`config.mk`:
```
export PLATFORM = sky130hd
export DESIGN_NAME = flash_cmd_seq
export DESIGN_NICKNAME = d
export VERILOG_FILES = /design/src/rtl/fcs_pkg.sv /design/src/rtl/fcs_decode.sv /design/src/rtl/fcs_protect.sv /design/src/rtl/fcs_status.sv /design/src/rtl/flash_cmd_seq.sv
export SDC_FILE = /design/constraint.sdc
export NUM_CORES = 1
export LEC_CHECK = 0
export BUFFER_PORTS_ARGS = -buffer_cell sky130_fd_sc_hd__buf_2
export CAP_MARGIN = 10
export CELL_PAD_IN_SITES_DETAIL_PLACEMENT = 0
export CELL_PAD_IN_SITES_GLOBAL_PLACEMENT = 1
export CORE_UTILIZATION = 32
export DETAILED_ROUTE_END_ITERATION = 16
export HOLD_SLACK_MARGIN = 0.15
export PLACE_DENSITY_LB_ADDON = 0.08
export SLEW_MARGIN = 20
export SYNTH_ARGS = -nofsm -noshare
export SYNTH_HDL_FRONTEND = slang
export SYNTH_SLANG_ARGS = --single-unit
export TNS_END_PERCENT = 50
```
`constraint.sdc`:
```
create_clock -name clk -period 2.6 [get_ports clk]
set_clock_uncertainty 0.05 [all_clocks]
set_input_delay 0.39 -clock clk [delete_from_list [all_inputs] [get_ports clk]]
set_output_delay 0.39 -clock clk [all_outputs]
set_load 0.005 [all_outputs]
```
`src/rtl/fcs_pkg.sv`:
```
package fcs_pkg;
  typedef enum logic [1:0] {SRC_ARRAY = 2'd0, SRC_ID = 2'd1, SRC_STATUS = 2'd2} src_e;
  typedef enum logic [2:0] {ST_IDLE, ST_PSETUP, ST_ESETUP, ST_PBUSY, ST_EBUSY, ST_SUSP} st_e;
  typedef enum logic [3:0] {K_RDARR, K_IDENT, K_RDSTAT, K_CLEAR, K_ESETUP,
                            K_CONFIRM, K_PSETUP, K_SUSP, K_BAD} kind_e;
  localparam logic [7:0] OP_RDARR   = 8'hFF;
  localparam logic [7:0] OP_IDENT   = 8'h90;
  localparam logic [7:0] OP_RDSTAT  = 8'h70;
  localparam logic [7:0] OP_CLEAR   = 8'h50;
  localparam logic [7:0] OP_ESETUP  = 8'h20;
  localparam logic [7:0] OP_CONFIRM = 8'hD0;
  localparam logic [7:0] OP_PSET_A  = 8'h40;
  localparam logic [7:0] OP_PSET_B  = 8'h10;
  localparam logic [7:0] OP_SUSP    = 8'hB0;
endpackage

```
`src/rtl/fcs_decode.sv`:
```
module fcs_decode
  import fcs_pkg::*;
(
  input  logic [7:0] code,
  output kind_e      kind
);
  always_comb begin
    case (code)
      OP_RDARR:              kind = K_RDARR;
      OP_IDENT:              kind = K_IDENT;
      OP_RDSTAT:             kind = K_RDSTAT;
      OP_CLEAR:              kind = K_CLEAR;
      OP_ESETUP:             kind = K_ESETUP;
      OP_CONFIRM:            kind = K_CONFIRM;
      OP_PSET_A, OP_PSET_B:  kind = K_PSETUP;
      OP_SUSP:               kind = K_SUSP;
      default:               kind = K_BAD;
    endcase
  end
endmodule

```
`src/rtl/fcs_protect.sv`:
```
module fcs_protect #(
  parameter int AW        = 20,
  parameter int BOOT_BITS = 14
) (
  input  logic [AW-1:0] addr,
  input  logic          hv_unlock,
  input  logic          wp_high,
  output logic          blocked
);
  localparam int TOPW = AW - BOOT_BITS;
  logic in_boot;
  assign in_boot = &addr[AW-1:BOOT_BITS];
  assign blocked = in_boot && !hv_unlock && !wp_high;
  initial begin
    a_r7_width: assert (TOPW > 0);
  end
endmodule

```
`src/rtl/fcs_status.sv`:
```
module fcs_status (
  input  logic       clk,
  input  logic       rst_n,
  input  logic       ready,
  input  logic       suspended,
  input  logic       set_seq,
  input  logic       set_prog_err,
  input  logic       set_erase_err,
  input  logic       set_prot,
  input  logic       clear,
  output logic [7:0] status
);
  logic err_e, err_p, err_x;

  always_ff @(posedge clk) begin
    if (!rst_n) begin
      err_e <= 1'b0;
      err_p <= 1'b0;
      err_x <= 1'b0;
    end else if (clear) begin
      err_e <= 1'b0;
      err_p <= 1'b0;
      err_x <= 1'b0;
    end else begin
      if (set_seq || set_erase_err) err_e <= 1'b1;
      if (set_seq || set_prog_err)  err_p <= 1'b1;
      if (set_prot)                 err_x <= 1'b1;
    end
  end

  assign status = {ready, suspended, err_e, err_p, err_x, 3'b000};

  a_r3_sticky: assert property (@(posedge clk) disable iff (!rst_n)
    $fell(status[3]) || $fell(status[4]) || $fell(status[5]) |-> $past(clear));
  a_r6_seq_flags: assert property (@(posedge clk) disable iff (!rst_n)
    set_seq && !clear |=> status[5] && status[4]);
endmodule

```
`src/rtl/flash_cmd_seq.sv`:
```
module flash_cmd_seq
  import fcs_pkg::*;
#(
  parameter int          AW        = 20,
  parameter int          DW        = 16,
  parameter int          BOOT_BITS = 14,
  parameter logic [15:0] MFR_ID    = 16'h0089,
  parameter logic [15:0] DEV_ID    = 16'h889C
) (
  input  logic          clk,
  input  logic          rst_n,
  input  logic          wr_valid,
  output logic          wr_ready,
  input  logic [AW-1:0] wr_addr,
  input  logic [DW-1:0] wr_data,
  input  logic          hv_unlock,
  input  logic          wp_high,
  output logic          req_valid,
  input  logic          req_ready,
  output logic          req_erase,
  output logic [AW-1:0] req_addr,
  output logic [DW-1:0] req_data,
  output logic          eng_suspend,
  output logic          eng_resume,
  input  logic          eng_done,
  input  logic          eng_fail,
  output logic [1:0]    rd_src,
  output logic [7:0]    status,
  input  logic          rd_a0,
  output logic [DW-1:0] id_word
);
  localparam int IDW = (DW < 16) ? DW : 16;

  st_e   st, st_n;
  src_e  src, src_n;
  kind_e kind;
  logic  fire, blocked;
  logic  go_prog, go_erase, sus_p, res_p;
  logic  set_seq, set_prot, clr, err_p, err_e;

  assign wr_ready = !req_valid;
  assign fire     = wr_valid && wr_ready;

  fcs_decode dec_i (.code(wr_data[7:0]), .kind(kind));

  fcs_protect #(.AW(AW), .BOOT_BITS(BOOT_BITS)) prot_i (
    .addr(wr_addr), .hv_unlock(hv_unlock), .wp_high(wp_high), .blocked(blocked));

  always_comb begin
    st_n = st; src_n = src;
    go_prog = 1'b0; go_erase = 1'b0; sus_p = 1'b0; res_p = 1'b0;
    set_seq = 1'b0; set_prot = 1'b0; clr = 1'b0; err_p = 1'b0; err_e = 1'b0;
    if (fire) begin
      case (st)
        ST_IDLE: begin
          case (kind)
            K_RDARR:  src_n = SRC_ARRAY;
            K_IDENT:  src_n = SRC_ID;
            K_RDSTAT: src_n = SRC_STATUS;
            K_CLEAR:  clr = 1'b1;
            K_ESETUP: st_n = ST_ESETUP;
            K_PSETUP: st_n = ST_PSETUP;
            K_SUSP:   ;
            default: begin
              set_seq = 1'b1;
              src_n   = SRC_ARRAY;
            end
          endcase
        end
        ST_PSETUP: begin
          src_n = SRC_STATUS;
          if (blocked) begin
            set_prot = 1'b1;
            st_n     = ST_IDLE;
          end else begin
            go_prog = 1'b1;
            st_n    = ST_PBUSY;
          end
        end
        ST_ESETUP: begin
          if (kind == K_CONFIRM) begin
            src_n = SRC_STATUS;
            if (blocked) begin
              set_prot = 1'b1;
              st_n     = ST_IDLE;
            end else begin
              go_erase = 1'b1;
              st_n     = ST_EBUSY;
            end
          end else begin
            set_seq = 1'b1;
            src_n   = SRC_ARRAY;
            st_n    = ST_IDLE;
          end
        end
        ST_PBUSY, ST_EBUSY: begin
          case (kind)
            K_RDARR:  src_n = SRC_ARRAY;
            K_IDENT:  src_n = SRC_ID;
            K_RDSTAT: src_n = SRC_STATUS;
            K_SUSP: begin
              if (st == ST_EBUSY) begin
                sus_p = 1'b1;
                st_n  = ST_SUSP;
              end
            end
            default: ;
          endcase
        end
        ST_SUSP: begin
          case (kind)
            K_RDARR:  src_n = SRC_ARRAY;
            K_RDSTAT: src_n = SRC_STATUS;
            K_CONFIRM: begin
              res_p = 1'b1;
              src_n = SRC_STATUS;
              st_n  = ST_EBUSY;
            end
            default: ;
          endcase
        end
        default: st_n = ST_IDLE;
      endcase
    end
    if (eng_done && (st == ST_PBUSY || st == ST_EBUSY)) begin
      st_n  = ST_IDLE;
      sus_p = 1'b0;
      err_p = eng_fail && (st == ST_PBUSY);
      err_e = eng_fail && (st == ST_EBUSY);
    end
  end

  always_ff @(posedge clk) begin
    if (!rst_n) begin
      st          <= ST_IDLE;
      src         <= SRC_ARRAY;
      req_valid   <= 1'b0;
      req_erase   <= 1'b0;
      req_addr    <= '0;
      req_data    <= '0;
      eng_suspend <= 1'b0;
      eng_resume  <= 1'b0;
    end else begin
      st          <= st_n;
      src         <= src_n;
      eng_suspend <= sus_p;
      eng_resume  <= res_p;
      if (go_prog || go_erase) begin
        req_valid <= 1'b1;
        req_erase <= go_erase;
        req_addr  <= wr_addr;
        req_data  <= go_prog ? wr_data : '0;
      end else if (req_ready) begin
        req_valid <= 1'b0;
      end
    end
  end

  fcs_status stat_i (
    .clk(clk), .rst_n(rst_n),
    .ready(!(st == ST_PBUSY || st == ST_EBUSY)),
    .suspended(st == ST_SUSP),
    .set_seq(set_seq), .set_prog_err(err_p), .set_erase_err(err_e),
    .set_prot(set_prot), .clear(clr), .status(status));

  assign rd_src = src;

  always_comb begin
    id_word = '0;
    id_word[IDW-1:0] = rd_a0 ? DEV_ID[IDW-1:0] : MFR_ID[IDW-1:0];
  end

  a_r11_hold: assert property (@(posedge clk) disable iff (!rst_n)
    req_valid && !req_ready |=> req_valid && $stable(req_addr) && $stable(req_data) && $stable(req_erase));
  a_r4_busy_flag: assert property (@(posedge clk) disable iff (!rst_n)
    req_valid |-> !status[7]);
  a_r8_susp_flag: assert property (@(posedge clk) disable iff (!rst_n)
    eng_suspend |-> status[6] && status[7]);
  a_r9_resume_flag: assert property (@(posedge clk) disable iff (!rst_n)
    eng_resume |-> !status[6] && !status[7]);
  a_r8_pulses: assert property (@(posedge clk) disable iff (!rst_n)
    $onehot0({eng_suspend, eng_resume, req_valid && req_ready}));
endmodule

```
==> impl_results.md, run 1 <==
* Commonest non-fill, non-tap cell in the layout: buf_2
* Run status: completed
* Sequential share of power at 0.566
* Worst-path maximum fanout at 12
* Core area at 0.007214 mm2
* Initial antenna violation count at 0
* Clock Tree Root: clkbuf_8
* TNS Setup at 0 ns
* Fmax at 506.8 MHz
* Synthesized flop and latch total at 48
* Power density over the cells at 450.8 mW/mm2
* H-tree levels at 2
* Number of synthesized flops with an enable pin at 0
* CTS Hold Bufs at 0
* Library cells used by synthesis at 50
* Die ar. at 0.007785 mm2
* Synth Flop Type: dfxtp_1
* Postcts setup bufs at 0
* Later-pin clock latency in the skew report at 0.30 ns
* DRC violations left at 0
* Reg2reg end: req_data[5]
* Hold path start: wr_addr[8]
* Clk slew on worst S/H paths at 0.09 ns
* Psw at 0.3404 mW
* Clock Sinks at 48
* Vias per inst at 4.809
* Cell Area, Synth at 0.002380 mm2
* Max-cap violations at 0
* CP arrival at 1.53 ns
* Vias in the first global route at 1,955
* Worst min path class: input port to register
* I/O pin count at 112
* Wire per inst at 13.58 um
* Initial Utilization at 0.3299
* Clock power share at 0.336
* Area growth, synth to finish at 22.87%
* Reg2Reg Setup Slack at 0.64 ns
* IO Port Bufs at 97
* Clock buffer depth at 2
* Combinational Power Share at 0.099
* Pre-antenna DRT Iters at 5
* Yosys warns at 0
* Core Rows at 31
* Layout cells sized above 1 at 0.3244
* WHS Endpoint: req_addr[8]
* Final period demand of the worst path at 1.973 ns
* Syn Inst Count at 290
* Sequential area share after synthesis at 0.4038
* DRT antenna net count at 0
* # fillers at 813
* Area of the multi-input gates at 0.001170 mm2
* Width of the die at 88.24 um
* Via count at 2,270
* RePlAce Congestion at 0.7832
* Max-slew violations at 0
* Detailed-route wire length at 6408 um
* Register area at 960.9 um2
* Reg2reg start: st[1]
* Switching Fraction at 0.2582
* Leak pwr at 1.264 nW
* Worst Hold Depth at 3
* WS Path Type: register to output pin
* Largest net degree at the start of global routing at 40
* Total power at 1.318 mW
* Synth Area per Inst at 8.206 um2
* Asr flop ratio synth at 0
* CTS tree: built
* GRT Util Overall at 0.1656
* Cts repair resizes at 0
* Slew HR at 0.5077
* Inserted Clock Buffers at 5
* RSZ-0062 raised after global routing: no
* GRT overflow at 0
* Nets at 418
* ANT cells at 0
* Crit path capture type: output pin
* First-pass GRT wire length at 10,060 um
* Tightest Pin Transition at 0.7377 ns
* Most frequent cells in the layout: buf_2 (97), nand2_1 (50), dfxtp_1 (48)
* Crit start category: register
* Final-report hold violation count at 0
* Path depth of the worst reg2reg path at 6
* Endpoints failing setup at 0
* Critical path required time at 2.16 ns
* Peak supply drop at 0.0001872 V
* DR iter-0 viols at 107
* Die height at 88.24 um
* Fin crit share at 0.7589
* Detailed Place HPWL at 4535 um
* Pint at 0.9778 mW
-- state kept, by name, summed over array words and instances, names as in the netlist --
name          flops
eng_resume        1
eng_suspend       1
rd_src            2
req_addr         20
req_data         16
req_erase         1
req_valid         1
st                3
stat_i.err_e      1
stat_i.err_p      1
stat_i.err_x      1
-- cell type report --
class                      count  share of cell area
timing repair buffer         106              0.1934
clock inverter                 2            0.004279
clock buffer                   5             0.02353
inverter                       6            0.007702
multi-input combinational    206              0.4001
sequential                    48              0.3286
tap                           99             0.04236
-- critical path: stages, from the launching register on --
cell,delay [ns]
dfxtp_1,0.39
buf_4,0.22
nor2b_1,0.32
and2_1,0.19
buf_2,0.11
-- worst max path at each step --
stage,start,end,slack [ns],depth (start not counted)
2_1_floorplan,wr_data[0],req_data[7],0.56,8
3_3_place_gp,wr_valid,req_data[5],0.38,6
3_5_place_dp,wr_data[0],req_data[2],0.37,7
4_1_cts,st[2],status[6],0.62,4
5_1_grt,st[1],req_data[13],0.48,6
6_report,st[2],status[6],0.63,4
-- per-stage QoR --
| stage | worst slack (ns) | util | instance area (um2) | instances | hold slack [ns] |
|---|---|---|---|---|---|
| after floorplan | 0.5634 | - | 2425 | 302 | 0.3880 |
| after global placement | 0.3815 | 0.3937 | 2840 | 465 | 0.3897 |
| after detailed placement | 0.3700 | 0.3940 | 2843 | 465 | 0.3941 |
| after CTS | 0.6207 | 0.4053 | 2924 | 472 | 0.2560 |
| after global routing | 0.4848 | 0.4053 | 2924 | 472 | 0.2464 |
| final | 0.6268 | 0.4053 | 2924 | 472 | 0.2604 |
-- cell families after synthesis --
| logic type | count (synthesis) | share of synthesized area |
|---|---|---|
| AO/OA/AOI/OAI | 73 | 0.2208 |
| other | 2 | 0.003156 |
| buffers and inverters | 48 | 0.1246 |
| flip-flops | 48 | 0.4038 |
| XOR/XNOR | 3 | 0.01104 |
| multiplexers | 2 | 0.008413 |
| AND/OR/NAND/NOR | 114 | 0.2282 |
-- synthesized netlist by cell type (4+ instances only) --
library cell / number / area, um2
buf_2: 6 / 30.03
nand2b_1: 6 / 37.54
dfxtp_1: 48 / 960.9
a21oi_1: 26 / 130.1
o21ai_0: 5 / 25.02
nor3_1: 5 / 25.02
nor3b_1: 4 / 30.03
nor2b_1: 4 / 25.02
clkbuf_1: 10 / 37.54
buf_4: 23 / 172.7
inv_1: 6 / 22.52
nand2_1: 50 / 187.7
a22oi_1: 14 / 105.1
nor2_1: 25 / 93.84
-- power groups by stage --
stage | clock network (mW) | registers, mW | logic, mW
finish | 0.443 | 0.746 | 0.130
global route | 0.490 | 0.747 | 0.148
CTS | 0.462 | 0.746 | 0.131
detailed placement | 0 | 0.763 | 0.130
global placement | 0 | 0.763 | 0.130
floorplan | 0 | 0.760 | 0.0905
-- routing by layer --
metal | up-vias | part of all wire | wire [um] | GRT usage
met1 | 1032 | 0.49 | 3164 | 0.2382
met2 | 89 | 0.44 | 2796 | 0.2455
met4 | 0 | 0.0048 | 31 | 0.04399
met3 | 5 | 0.065 | 415 | 0.04198
li1 | 1144 | - | - | -
met5 | - | 0 | 0 | 0
No activity file was read; power rests on OpenSTA's default activity.
==> inputs of run 2 (changes only) <==
--- a/config.mk
+++ b/config.mk
@@ -5,11 +5,12 @@
 export SDC_FILE = /design/constraint.sdc
 export NUM_CORES = 1
 export LEC_CHECK = 0
+export ABC_AREA = 1
 export BUFFER_PORTS_ARGS = -buffer_cell sky130_fd_sc_hd__buf_2
 export CAP_MARGIN = 10
 export CELL_PAD_IN_SITES_DETAIL_PLACEMENT = 0
 export CELL_PAD_IN_SITES_GLOBAL_PLACEMENT = 1
-export CORE_UTILIZATION = 32
+export CORE_UTILIZATION = 28
 export DETAILED_ROUTE_END_ITERATION = 16
 export HOLD_SLACK_MARGIN = 0.15
 export PLACE_DENSITY_LB_ADDON = 0.08
==> constraint.sdc (replaced) <==
create_clock -name clk -period 1.8 [get_ports clk]
set_clock_uncertainty 0.05 [all_clocks]
set_input_delay 0.27 -clock clk [delete_from_list [all_inputs] [get_ports clk]]
set_output_delay 0.27 -clock clk [all_outputs]
set_load 0.005 [all_outputs]
==> impl_results.md, run 2 <==
* Psw at 0.4974 mW
* Top Metal Used: met4
* RePlAce Congestion at 0.7574
* Crit start category: register
* Worst-path maximum fanout at 9
* Largest registers: req_addr (20), req_data (16), st (3)
* Crit path capture type: register
* Initial Utilization at 0.2935
* Clock Tree Root: clkbuf_8
* Nets at 514
* Hold slack at 0.1541 ns
* Wl on met1 at 2915 um
* Max-cap violations at 0
* Core Rows at 33
* Synth Flop Type: dfxtp_1
* I/O pin count at 112
* Layout cells sized above 1 at 0.3426
* IO Port Bufs at 97
* Synth Area per Inst at 6.960 um2
* Run status: completed
* Post-DP Area at 0.002989 mm2
* Most frequent cells in the layout: buf_2 (97), nand2_1 (87), dfxtp_1 (47)
* WS Path Type: register to register
* Max reg flops at 20
* Placed Cells at 545
* Peak supply drop at 0.0002565 V
* Cell Area, Synth at 0.002436 mm2
* Die height at 95.28 um
* Clock buffer depth at 2
* Clock power share at 0.356
* Number of synthesized flops with an enable pin at 0
* Most common cell in the netlist: nand2_1
* Width of the die at 95.28 um
* # fillers at 928
* Most frequent cells after synthesis: nand2_1 (87), dfxtp_1 (48), nor2_1 (46), nor2_2 (25)
* Combinational Power Share at 0.104
* Pre-antenna DRT Iters at 4
* Later-pin clock latency in the skew report at 0.31 ns
* Sequential area share after synthesis at 0.3945
* Top reg by flops: req_addr
* Yosys warns at 0
* First-pass GRT wire length at 10,540 um
* Core area at 0.008299 mm2
* Library cells used by synthesis at 28
* Largest cells by area after synthesis: dfxtp_1 (39%), nand2_1 (13%), buf_4 (7.4%)
* Wire per inst at 11.42 um
* Cell taking the most area after synthesis: dfxtp_1
* Final-report hold violation count at 0
* Pint at 1.483 mW
* RSZ-0062 raised after global routing: yes
* Max-slew violations at 0
* Sequential share of power at 0.541
* DRC violations left at 0
* Endpoints failing setup at 0
* GRT overflow at 0
* Switching Fraction at 0.2512
* CP arrival at 1.84 ns
* CTS tree: built
* Die ar. at 0.009077 mm2
* Initial antenna violation count at 0
* Critical path required time at 1.96 ns
* Clk slew on worst S/H paths at 0.09 ns
* GRT Util Overall at 0.1515
* Clock Sinks at 48
* Vias in the first global route at 2,289
* Yosys top cell area share at 0.3945
* Final period demand of the worst path at 1.673 ns
* H-tree levels at 2
* WL met3 at 409 um
* Fmax at 597.8 MHz
* Detailed Place HPWL at 4996 um
* Final Cell Area at 0.003309 mm2
* Fin crit share at 0.9293
* Leak pwr at 1.677 nW
* ANT cells at 0
* Via count at 2,482
* Commonest non-fill, non-tap cell in the layout: buf_2
* Worst min path class: input port to register
* Synthesized flop and latch total at 48
* Syn Inst Count at 350
* Vias per inst at 4.317
* Power density over the cells at 598.5 mW/mm2
* Inserted Clock Buffers at 5
* Area growth, synth to finish at 35.85%
* Largest net degree at the start of global routing at 22
* Detailed-route wire length at 6567 um
* Asr flop ratio synth at 0
* DR iter-0 viols at 101
* Post-route insts no fill at 575
* WL met2 at 3142 um
* DRT antenna net count at 0
[run 2: cell count changes in the layout (fill, tap and decap cells not counted), sizes merged, moves of 5 or more]
cell / previous run / this run
dlygate4sd3: 0 / 22
inv: 6 / 30
nand2b: 6 / 0
buf: 106 / 111
nand2: 50 / 89
a22oi: 16 / 0
o21ai: 5 / 22
nand3: 2 / 13
nor2: 25 / 74
[run 2: final cells by class]
| type | count | area, um2 | share of cell area |
|---|---|---|---|
| multi-input combinational | 251 | 1169 | 0.3531 |
| sequential | 48 | 962.2 | 0.2907 |
| timing repair buffer | 133 | 835.8 | 0.2526 |
| tap | 105 | 131.4 | 0.03970 |
| inverter | 30 | 115.1 | 0.03478 |
| clock buffer | 6 | 82.58 | 0.02495 |
| clock inverter | 2 | 13.76 | 0.004159 |
[run 2: path summary, 6_finish.rpt]
path                              startpoint  slack [ns]           end  depth (start not counted)
worst max-delay path                   st[1]        0.13  req_addr[14]                         10
worst min-delay path             wr_addr[18]        0.15  req_addr[18]                          3
worst max register to register         st[1]        0.13  req_addr[14]                         10
worst min register to register  req_data[14]        0.41  req_data[14]                          2
[run 2: cells by family (layout without fill, tap and decap cells)]
kind of cell,after synthesis,in the layout,share of synthesized area
compound gates,51,51,0.1099
buf+inv,63,171,0.1454
flops,48,48,0.3945
other cells,2,14,0.003083
simple gates,186,186,0.3472
[run 2: metrics by stage]
stage / setup WS, ns / power, mW / TNS, ns / util
after floorplan: 0.3180 / 1.199 / 0 / -
after global placement: 0.1073 / 1.267 / 0 / 0.3602
after detailed placement: 0.05535 / 1.266 / 0 / 0.3602
after CTS: 0.06499 / 2.005 / 0 / 0.3947
after global routing: -0.007809 / 2.081 / -0.01445 / 0.3988
final: 0.1273 / 1.981 / 0 / 0.3988
[run 2: worst max-delay path, cell delays in order (launching register included)]
cell	delay, ns
dfxtp_1	0.47
nand2_1	0.15
nor2_4	0.11
nand3_2	0.10
inv_2	0.05
nand2_1	0.09
nor2_4	0.16
nor2_8	0.08
buf_4	0.18
nor2_2	0.09
nor2_1	0.05
[run 2: power by group through the flow]
| stage | sequential [mW] | clock (mW) | combinational, mW |
|---|---|---|---|
| final | 1.07 | 0.705 | 0.205 |
| after global routing | 1.07 | 0.775 | 0.234 |
| after floorplan | 1.10 | 0 | 0.103 |
| after CTS | 1.07 | 0.732 | 0.202 |
| after detailed placement | 1.10 | 0 | 0.171 |
| after global placement | 1.10 | 0 | 0.172 |
[run 2: metal layers]
metal / up-vias / GRT usage
met2: 68 / 0.2601
met4: 0 / 0.04924
met3: 8 / 0.04466
li1: 1303 / -
met5: - / 0
met1: 1103 / 0.1794
[run 2: repair_timing]
item                                    4_1_cts  5_1_grt
resized for setup                             0        2
endpoints found under the hold margin        19        3
buffers inserted                              0        0
endpoints found under the setup margin        0        3
hold buffers                                 19        3
==> inputs of run 3 (changes only) <==
--- a/config.mk
+++ b/config.mk
@@ -10,7 +10,7 @@
 export CAP_MARGIN = 10
 export CELL_PAD_IN_SITES_DETAIL_PLACEMENT = 0
 export CELL_PAD_IN_SITES_GLOBAL_PLACEMENT = 1
-export CORE_UTILIZATION = 28
+export CORE_UTILIZATION = 34
 export DETAILED_ROUTE_END_ITERATION = 16
 export HOLD_SLACK_MARGIN = 0.15
 export PLACE_DENSITY_LB_ADDON = 0.08
==> constraint.sdc (replaced) <==
create_clock -name clk -period 1.95 [get_ports clk]
set_clock_uncertainty 0.05 [all_clocks]
set_input_delay 0.2925 -clock clk [delete_from_list [all_inputs] [get_ports clk]]
set_output_delay 0.2925 -clock clk [all_outputs]
set_load 0.005 [all_outputs]
==> impl_results.md, run 3 (synthesis gave the netlist of run 2 again) <==
* CTS tree: built
* Clock Tree Root: clkbuf_8
* Commonest non-fill, non-tap cell in the layout: buf_2
* Core Rows at 30
* CP max stage cell: nor2_4
* Inserted Clock Buffers at 5
* Path depth of the worst reg2reg path at 10
* RSZ-0062 raised after global routing: no
* WS Path Type: register to register
* Vias per inst at 4.417
* Die height at 86.65 um
* Initial antenna violation count at 0
* Run status: completed
* Peak supply drop at 0.0003361 V
* Via count at 2,385
* Layout cells sized above 1 at 0.3491
* First-pass GRT wire length at 9618 um
* Max-slew violations at 0
* Top reg by flops: req_addr
* Fin crit share at 0.9101
* Max reg flops at 20
* Postcts setup bufs at 0
* I/O pin count at 112
* Tightest Pin Transition at 0.6672 ns
* Width of the die at 86.65 um
* Post-DP Area at 0.002928 mm2
* CP endpoint: req_addr[14]
* DR iter-0 viols at 48
* Largest stage delay, worst path at 0.52 ns
* Total power at 1.908 mW
* Largest registers: req_addr (20), req_data (16), st (3)
* CP Launch Point: st[0]
* Setup WS pre-CTS at -0.1329 ns
* Clock Sinks at 48
* Pre-antenna DRT Iters at 4
* Worst min path class: input port to register
* Fmax at 563.5 MHz
* IO Port Bufs at 97
* Worst setup margin at 0.1754 ns
* Placed Cells at 531
* Final-report hold violation count at 0
* GRT Util Overall at 0.1623
* Reg2reg start: st[0]
* Top delay family on crit path: simple AND/OR/NAND/NOR gates
* # fillers at 743
* Leak pwr at 1.570 nW
* Worst path buffer plus inverter count at 2
* Clk slew on worst S/H paths at 0.10 ns
* Final Cell Area at 0.003060 mm2
* Worst path most repeated cell: nor2_4
* Core area at 0.006869 mm2
* Worst Hold Depth at 3
* Max-cap violations at 0
* DRT antenna net count at 0
* Crit path capture type: register
* Largest net degree at the start of global routing at 38
* Most frequent cells in the layout: buf_2 (97), nand2_1 (87), dfxtp_1 (48)
* Final period demand of the worst path at 1.775 ns
* Initial Utilization at 0.3546
* Post-route insts no fill at 540
* Wl on met1 at 2822 um
* WP depth at 10
* Cts repair resizes at 0
* CP cell instances: inv_2, nand2_1, nor2_4, nand3_2, inv_2, nand2_1, nor2_4, nor2_4, nor2_2, nor2_1
* DRC violations left at 0
* Clock buffer depth at 2
* Crit start category: register
* Detailed-route wire length at 6037 um
* GRT overflow at 0
* Later-pin clock latency in the skew report at 0.30 ns
* Endpoints failing setup at 0
* Die ar. at 0.007507 mm2
* WL met2 at 2817 um
* Hold slack at 0.1595 ns
* Detailed Place HPWL at 4514 um
* CP arrival at 1.97 ns
* ANT cells at 0
* Top Metal Used: met4
* Vias in the first global route at 2,141
* Nets at 488
* Power density over the cells at 623.6 mW/mm2
* Area growth, synth to finish at 25.63%
* H-tree levels at 2
* Hold path start: wr_addr[2]
* Worst-path maximum fanout at 18
* Slew HR at 0.5542
* CTS Hold Bufs at 0
* Wire per inst at 11.18 um
* Critical path required time at 2.14 ns
* Reg2Reg Setup Slack at 0.18 ns
* RePlAce Congestion at 0.8006
* Reg2reg end: req_addr[14]
* WL met3 at 352 um
[run 3: area by class of cell]
cell class,instances,area (um2),share of cell area
Multi-Input combinational cell,252,1177,0.3847
Tap cell,96,120.1,0.03925
Inverter,30,115.1,0.03761
Clock buffer,6,82.58,0.02698
Timing Repair Buffer,106,565.5,0.1848
Clock inverter,2,38.79,0.01267
Sequential cell,48,960.9,0.3140
[run 3: stage by stage]
step | util | setup TNS [ns]
floorplan | - | 0
global placement | 0.4262 | -0.6520
detailed placement | 0.4262 | -1.623
CTS | 0.4439 | 0
global route | 0.4455 | 0
finish | 0.4455 | 0
[run 3: worst register-to-register path: stages (launching register included)]
cell,delay (ns)
dfxtp_1,0.40
inv_2,0.06
nand2_1,0.12
nor2_4,0.06
nand3_2,0.10
inv_2,0.03
nand2_1,0.13
nor2_4,0.08
nor2_4,0.52
nor2_2,0.05
nor2_1,0.11
[run 3: report_power, final]
part           switching (mW)  internal, mW
registers             0.00254         0.985
logic                  0.0899        0.0642
clock network           0.347         0.420
[run 3: metal layers]
metal / GRT usage / vias to the layer above
li1: - / 1253
met2: 0.2763 / 68
met1: 0.2036 / 1060
met4: 0.04091 / 0
met3: 0.04286 / 4
met5: 0 / -
[run 3: how the worst min path moves through the flow]
stage / to / slack [ns]
after global routing: req_addr[2] / 0.16
after CTS: req_addr[5] / 0.16
final: req_addr[2] / 0.16
after floorplan: eng_suspend / 0.32
after detailed placement: req_data[11] / 0.40
after global placement: req_data[4] / 0.40
